$ cat config.mk
export PLATFORM = sky130hd
export DESIGN_NAME = kv_bit_packer
export DESIGN_NICKNAME = d
export VERILOG_FILES = /design/src/rtl/kv_bit_packer.sv
export SDC_FILE = /design/constraint.sdc
export NUM_CORES = 1
export LEC_CHECK = 0
export ABC_AREA = 1
export CAP_MARGIN = 10
export CORE_AREA = 4 4 253 255
export DETAILED_ROUTE_END_ITERATION = 12
export DIE_AREA = 0 0 257 259
export DONT_BUFFER_PORTS = 1
export GPL_TIMING_DRIVEN = 0
export MAX_ROUTING_LAYER = met4
export PLACE_DENSITY = 0.54
export SYNTH_ARGS = -nofsm -noshare
export SYNTH_HDL_FRONTEND = slang
export SYNTH_SLANG_ARGS = --single-unit
$ cat constraint.sdc
create_clock -name clk -period 2.55 [get_ports clk]
set_clock_uncertainty 0.15 [all_clocks]
set_input_delay 0.255 -clock clk [delete_from_list [all_inputs] [get_ports clk]]
set_output_delay 0.255 -clock clk [all_outputs]
set_load 0.1 [all_outputs]
$ cat src/rtl/kv_bit_packer.sv
module kv_bit_packer #(
  parameter int KEY_W  = 34,
  parameter int VAL_W  = 32,
  parameter int WORD_W = 256,
  localparam int CNT_W = $clog2(WORD_W / (KEY_W + VAL_W) + 1)
) (
  input  logic              clk,
  input  logic              rst_n,
  input  logic              in_valid,
  output logic              in_ready,
  input  logic [KEY_W-1:0]  in_key,
  input  logic [VAL_W-1:0]  in_val,
  input  logic              in_last,
  output logic              pk_valid,
  input  logic              pk_ready,
  output logic [WORD_W-1:0] pk_word,
  output logic [CNT_W-1:0]  pk_count,
  output logic              pk_last,
  input  logic              uw_valid,
  output logic              uw_ready,
  input  logic [WORD_W-1:0] uw_word,
  input  logic [CNT_W-1:0]  uw_count,
  input  logic              uw_last,
  output logic              out_valid,
  input  logic              out_ready,
  output logic [KEY_W-1:0]  out_key,
  output logic [VAL_W-1:0]  out_val,
  output logic              out_last
);

  localparam int PAIR_W = KEY_W + VAL_W;
  localparam int SLOTS  = WORD_W / PAIR_W;
  localparam int USED   = SLOTS * PAIR_W;

  // packing side
  logic [WORD_W-1:0] acc, placed;
  logic [CNT_W-1:0]  fill;
  logic              closes, take_in;

  always_comb begin
    placed = '0;
    for (int s = 0; s < SLOTS; s++)
      if (fill == CNT_W'(s)) placed[s*PAIR_W +: PAIR_W] = {in_val, in_key};
  end

  assign closes   = in_last || (fill == CNT_W'(SLOTS - 1));
  assign in_ready = !closes || !pk_valid || pk_ready;
  assign take_in  = in_valid && in_ready;

  always_ff @(posedge clk) begin
    if (!rst_n) begin
      acc      <= '0;
      fill     <= '0;
      pk_valid <= 1'b0;
      pk_word  <= '0;
      pk_count <= '0;
      pk_last  <= 1'b0;
    end else begin
      if (pk_valid && pk_ready) pk_valid <= 1'b0;
      if (take_in) begin
        if (closes) begin
          pk_word  <= acc | placed;
          pk_count <= fill + CNT_W'(1);
          pk_last  <= in_last;
          pk_valid <= 1'b1;
          acc      <= '0;
          fill     <= '0;
        end else begin
          acc  <= acc | placed;
          fill <= fill + CNT_W'(1);
        end
      end
    end
  end

  // unpacking side
  logic [WORD_W-1:0] hold_w;
  logic [CNT_W-1:0]  hold_n, idx;
  logic              hold_l, fin;
  logic [PAIR_W-1:0] sel;

  always_comb begin
    sel = '0;
    for (int s = 0; s < SLOTS; s++)
      if (idx == CNT_W'(s)) sel = hold_w[s*PAIR_W +: PAIR_W];
  end

  assign fin      = (idx == hold_n - CNT_W'(1));
  assign out_key  = sel[KEY_W-1:0];
  assign out_val  = sel[PAIR_W-1:KEY_W];
  assign out_last = hold_l && fin;
  assign uw_ready = !out_valid || (out_ready && fin);

  always_ff @(posedge clk) begin
    if (!rst_n) begin
      out_valid <= 1'b0;
      hold_w    <= '0;
      hold_n    <= '0;
      hold_l    <= 1'b0;
      idx       <= '0;
    end else begin
      if (out_valid && out_ready) begin
        if (fin) out_valid <= 1'b0;
        else     idx <= idx + CNT_W'(1);
      end
      if (uw_valid && uw_ready && uw_count != '0) begin
        out_valid <= 1'b1;
        hold_w    <= uw_word;
        hold_n    <= uw_count;
        hold_l    <= uw_last;
        idx       <= '0;
      end
    end
  end

  generate
    if (USED < WORD_W) begin : g_pad
      logic unused_pad;
      assign unused_pad = ^hold_w[WORD_W-1:USED];

      pad_zero_chk: assert property (@(posedge clk) disable iff (!rst_n)
        pk_valid |-> pk_word[WORD_W-1:USED] == '0);
    end
  endgenerate


  pk_hold_chk: assert property (@(posedge clk) disable iff (!rst_n)
    pk_valid && !pk_ready |=> pk_valid && $stable(pk_word) && $stable(pk_count) && $stable(pk_last));

  out_hold_chk: assert property (@(posedge clk) disable iff (!rst_n)
    out_valid && !out_ready |=> out_valid && $stable(out_key) && $stable(out_val) && $stable(out_last));

  count_range_chk: assert property (@(posedge clk) disable iff (!rst_n)
    pk_valid |-> pk_count != '0 && pk_count <= CNT_W'(SLOTS));

  short_last_chk: assert property (@(posedge clk) disable iff (!rst_n)
    pk_valid && pk_count < CNT_W'(SLOTS) |-> pk_last);

  reset_idle_chk: assert property (@(posedge clk)
    !rst_n |=> !pk_valid && !out_valid);

endmodule

# Word level (Yosys, flattened, before mapping)

Cells that the tools add are included.

Register bits after elaboration: 722
Bits in latches: 0
RAM bits: 0
Memory bits (read-only): 0
Input bits: 332
Output and inout bits: 330
Word-level logic and storage cells: 59
Memories: 0

Add/sub/neg operators: 3
Multipliers: 0
Divide/modulo/power cells: 0
Magnitude comparators: 0
Equal/unequal tests: 5
Shifts and indexed selects: 0
Mux-type cells: 14
Bitwise gates (word level): 3
Reductions and logical operators: 23

Operator list:

| cell                  | number |
|---|---|
| $mux W66              | 6 |
| $mux W256             | 1 |
| $or A256 B198 Y256    | 1 |
| $logic_and A1 B1 Y1   | 7 |
| $mux W1               | 6 |
| $reduce_and A2 Y1     | 3 |
| $reduce_bool A2 Y1    | 3 |
| $add A2 B1 Y2 const B | 2 |
| $eq A2 B1 Y1 const B  | 2 |
| $eq A2 B2 Y1 const B  | 2 |
| $logic_not A2 Y1      | 2 |
| $logic_or A1 B1 Y1    | 4 |
| $logic_not A1 Y1      | 3 |
| $eq A2 B2 Y1          | 1 |
| $mux W2               | 1 |
| $not A1 Y1            | 2 |
| $reduce_or A2 Y1      | 1 |
| $sub A2 B1 Y2 const B | 1 |

# Logic depth before layout (Yosys ltp)

Depth after elaboration: 8
Gate-level depth with buffers: 12
Depth with buffers taken out: 10

# Worst setup path after synthesis

OpenSTA, ideal clock, no wires.

Kind: register to output
Start point: register idx[1]
End point: output out_key[2]
Data arrival time: 2.875 ns
Slack: -0.730 ns
Stages on the path, launching flop included: 8
Buffers on the path: 3
Cell sequence: dfxtp_1 -> inv_1 -> ha_1 -> clkbuf_1 -> clkbuf_1 -> clkbuf_1 -> a21oi_1 -> a22oi_1

Cells in the longest elaborated chain, start to end: 4
Elaborated cells on any way between the ends: 6

RTL lines:

| what                   | line | RTL |
|---|---|---|
| from (decl)            | 78   | `logic [CNT_W-1:0] hold_n, idx;` |
| from (signal assigned) | 104  | `else idx <= idx + CNT_W'(1);` |
| $logic_not A2 Y1       | 85   | `if (idx == CNT_W'(s)) sel = hold_w[s*PAIR_W +: PAIR_W];` |
| $mux W66 (2 in series) | 85   |  |
| $mux W66 (*)           | 85   |  |
| to (decl)              | 26   | `output logic [KEY_W-1:0] out_key,` |

Every way passes the cells marked *; elsewhere a longest branch is shown, timed or not.

# Worst setup path in the final report

Start point: register idx[1]
End point: output out_val[0]

Cells in the longest elaborated chain, start to end: 4
Elaborated cells on any way between the ends: 6

RTL lines:

| what                   | line | RTL |
|---|---|---|
| $logic_not A2 Y1       | 85   |  |
| $mux W66 (2 in series) | 85   |  |
| $mux W66 (*)           | 85   |  |
| to (decl)              | 27   | `output logic [VAL_W-1:0] out_val,` |

Marked as above.

==> flow_metrics.py <==
metrics = {
    "grt": {
        "grt_pass1_vias": 21700,
        "grt_use_total_pct": 26.8,
        "overflow": 0,
        "grt_pass1_wl_mm": 135,
        "grt_max_degree": 18,
        "antenna_found_initial": 15,
    },
    "yosys": {
        "ys_seq_area_share_pct": 50.0,
        "synth-seq-cells": 606,
        "synthArstFlopShare_pct": 0,
        "postSynthCellCount": 3334,
        "synthSimpleGateAreaFrac_pct": 18.4,
        "synth_xor_area_share_pct": 0.0361,
        "synth_top_family_by_area": "compound AO/OA/AOI/OAI gates",
        "yosysUniqueCellTypes": 24,
        "synth_ff_type": "dfxtp_1",
        "netlist_area_um2": 24200,
        "ys_warn_count": 0,
        "synth_fa_ha_area_share_pct": 0.310,
        "synth_compound_area_share_pct": 18.8,
        "syn_area_per_cell_um2": 7.27,
        "synthMuxAreaShare_pct": 0.0464,
        "synth_edf_count": 0,
    },
    "critical_path": {
        "worst_setup_path_end_kind": "primary output",
        "r2r_setup_slack_ns": 0.12,
        "required_ns": 2.14,
        "slowest_delay_ns": 1.06,
        "crit_fanout": 6,
        "rr_endpoint": "acc[125]",
        "worstPathArrival_ns": 2.77,
        "reg2regPathDepth": 9,
        "start_kind": "flip-flop",
        "crit_end": "out_val[0]",
        "r2r_start": "fill[0]",
        "path_buf_inv": 3,
        "cp_num_cells": 7,
        "startpoint": "idx[1]",
        "path_cells": "inv_4, ha_4, clkbuf_16, clkbuf_16, nor2_4, nand2_1, a22oi_2",
        "path_class": "reg -> out",
        "critPathTopFamily": "compound AO/OA/AOI/OAI gates",
        "crit_slowest_cell": "a22oi_2",
        "critPathMostFrequentCell": "clkbuf_16",
    },
    "run": {
        "drv_cap": 0,
    },
    "route": {
        "first_pass_iters": 5,
        "vias_per_cell": 4.88,
        "vias": 22700,
        "routed_wl_mm": 91.4,
        "drtAntennaViolNets": 0,
        "drt_iter0_drc": 1539,
        "post_drt_wl_per_cell_um": 19.7,
        "drc": 0,
    },
    "sta": {
        "slew_headroom_pct": 15.3,
        "report.final.slew_viol_count": 0,
        "finalWorstSetupSlack_ns": -0.623,
        "finalSetupViolations": 65,
        "hold_viol_final": 0,
        "fin_crit_sh_pct": 124,
        "period_needed_ns": 3.17,
        "max_freq_mhz": 315,
        "rsz0062_at_grt": "yes",
        "tightest_slew_ns": 1.27,
        "hold_ws_ns": 0.0782,
    },
    "run_status": {
        "status": "complete, but fails checks",
        "violations": "setup timing",
    },
    "power": {
        "leakagePower_nw": 13.6,
        "ir_worst_vdd_mv": 0.533,
        "p_per_area_nw_per_um2": 829,
    },
    "clock_network": {
        "clock_tree.buffer_depth": 3,
        "clkSinkCount": 606,
        "cts.root.buffer_cell": "clkbuf_16",
        "numCtsBuffers": 69,
        "clkTransAtPathRegs_ns": 0.06,
        "htreeDepth": 3,
        "clock_latency_ns": 0.61,
        "cts_tree": "done",
    },
    "place": {
        "portBuffers": 0,
        "place_congestion": 0.855,
        "dpl.hpwl_mm": 65.7,
    },
    "floorplanning": {
        "core_area_um2": 61600,
        "row_count": 91,
        "dieArea_um2": 66600,
        "die_w_um": 257,
        "die_h_um": 259,
        "initial_core_util_pct": 39.4,
        "ios": 662,
    },
    "cells_and_area": {
        "nets": 4081,
        "layout-drive-gt1-share_pct": 12.0,
        "finalCoreUtilization_pct": 51.9,
        "syn_to_final_growth_pct": 31.9,
    },
    "worst_hold_path": {
        "hold_class": "in -> reg",
    },
}
-- sequential cells by signal (all words and copies together), names as in the netlist, 2 cells and up --
name / cells
acc: 198
fill: 2
hold_n: 2
hold_w: 198
idx: 2
pk_count: 2
pk_word: 198
-- power by group --
part	internal [W]	switching, W	total [W]
Sequential	0.0101	0.00207	0.0122
Combinational	0.00122	0.00321	0.00442
Clock	0.00570	0.00425	0.00994
Total	0.0170	0.00952	0.0265
-- layer usage --
metal | vias to the layer above | global-route usage (%) | routed length (µm)
met5 | - | - | 0
met4 | 0 | 9.52 | 3410
met3 | 170 | 9.12 | 7820
met2 | 700 | 45.2 | 44300
met1 | 10500 | 29.8 | 35800
li1 | 11300 | - | -
-- through the flow --
stage	std cells	instance area [µm²]	TNS, ns	total power, W	setup WS [ns]
after global placement	4228	25800	-388.85	0.0161	-1.31
final	4647	32000	-27.96	0.0265	-0.623
after global routing	4645	32000	-32.81	0.0275	-0.668
after detailed placement	4229	25900	-380.15	0.0161	-0.810
after CTS	4626	31600	-29.59	0.0266	-0.615
after floorplan	3391	24700	-8.60	0.0152	-0.494
-- area by class of cell --
class | count | area [µm²]
diodes | 17 | 42.5
plain buffers | 295 | 1930
inverters | 408 | 1540
well taps | 837 | 1050
multi-input cells | 2077 | 10100
fillers | 5960 | 29600
clock inverters | 24 | 314
clock buffers | 97 | 1940
repair buffers | 286 | 2920
flip-flops and latches | 606 | 12100
-- worst register-to-register path: stages, from the launching register on --
cell and delay (ns):
dfxtp_2 0.36, inv_1 0.07, ha_1 0.27, or2_4 0.30, a21oi_4 0.17, buf_4 0.18
buf_4 0.29, clkbuf_2 0.32, nand3_1 0.12, a21oi_1 0.14
-- placed cells by master, fill, tap and decap left out, drive strengths merged --
cell type,count
mux2,1
a21oi,602
dlygate4sd3,272
ha,6
clkinvlp,2
o21ai,201
clkbuf,222
dfxtp,606
a22oi,47
clkinv,17
or2,2
buf,184
nor2,536
conb,58
a2bb2oi,1
xor2,1
diode,17
nand3,137
nand2,465
inv,410
nand4,2
bufinv,3
a221oi,18
-- worst min path at each step --
stage,end,depth (start not counted),start,slack [ns]
floorplan,hold_l,2,uw_last,0.24
global placement,hold_w[22],2,uw_word[22],0.24
detailed placement,hold_w[85],2,uw_word[85],0.25
CTS,out_valid,5,out_ready,0.07
global route,out_valid,5,out_ready,0.11
finish,out_valid,5,out_ready,0.08
-- cell families after synthesis --
kind of cell | count (synthesis)
other | 1
flip-flops | 606
AND/OR/NAND/NOR | 1142
XOR/XNOR | 1
buffers and inverters | 708
adder cells (fa/ha/maj) | 6
AO/OA/AOI/OAI | 869
multiplexers | 1
-- synthesized netlist by cell type (18+ instances only) --
master	count	area share, %
nand2_1	465	7.2
a21oi_1	601	12
clkbuf_1	132	2.0
nor2_1	536	8.3
buf_4	58	1.8
dfxtp_1	606	50
nand3_1	137	2.8
a22oi_1	47	1.5
buf_2	96	2.0
a221oi_1	18	0.65
inv_1	407	6.3
o21ai_0	200	4.1
-- timing repair --
item | CTS | global route
pin swaps | 60 | 22
hold buffers | 272 | 0
gates cloned | 3 | 2
hold endpoints to repair | 538 | 0
setup buffers | 5 | 3
setup endpoints to repair | 671 | 441
resized for setup | 195 | 80
Power figures use the tool's default switching activity.
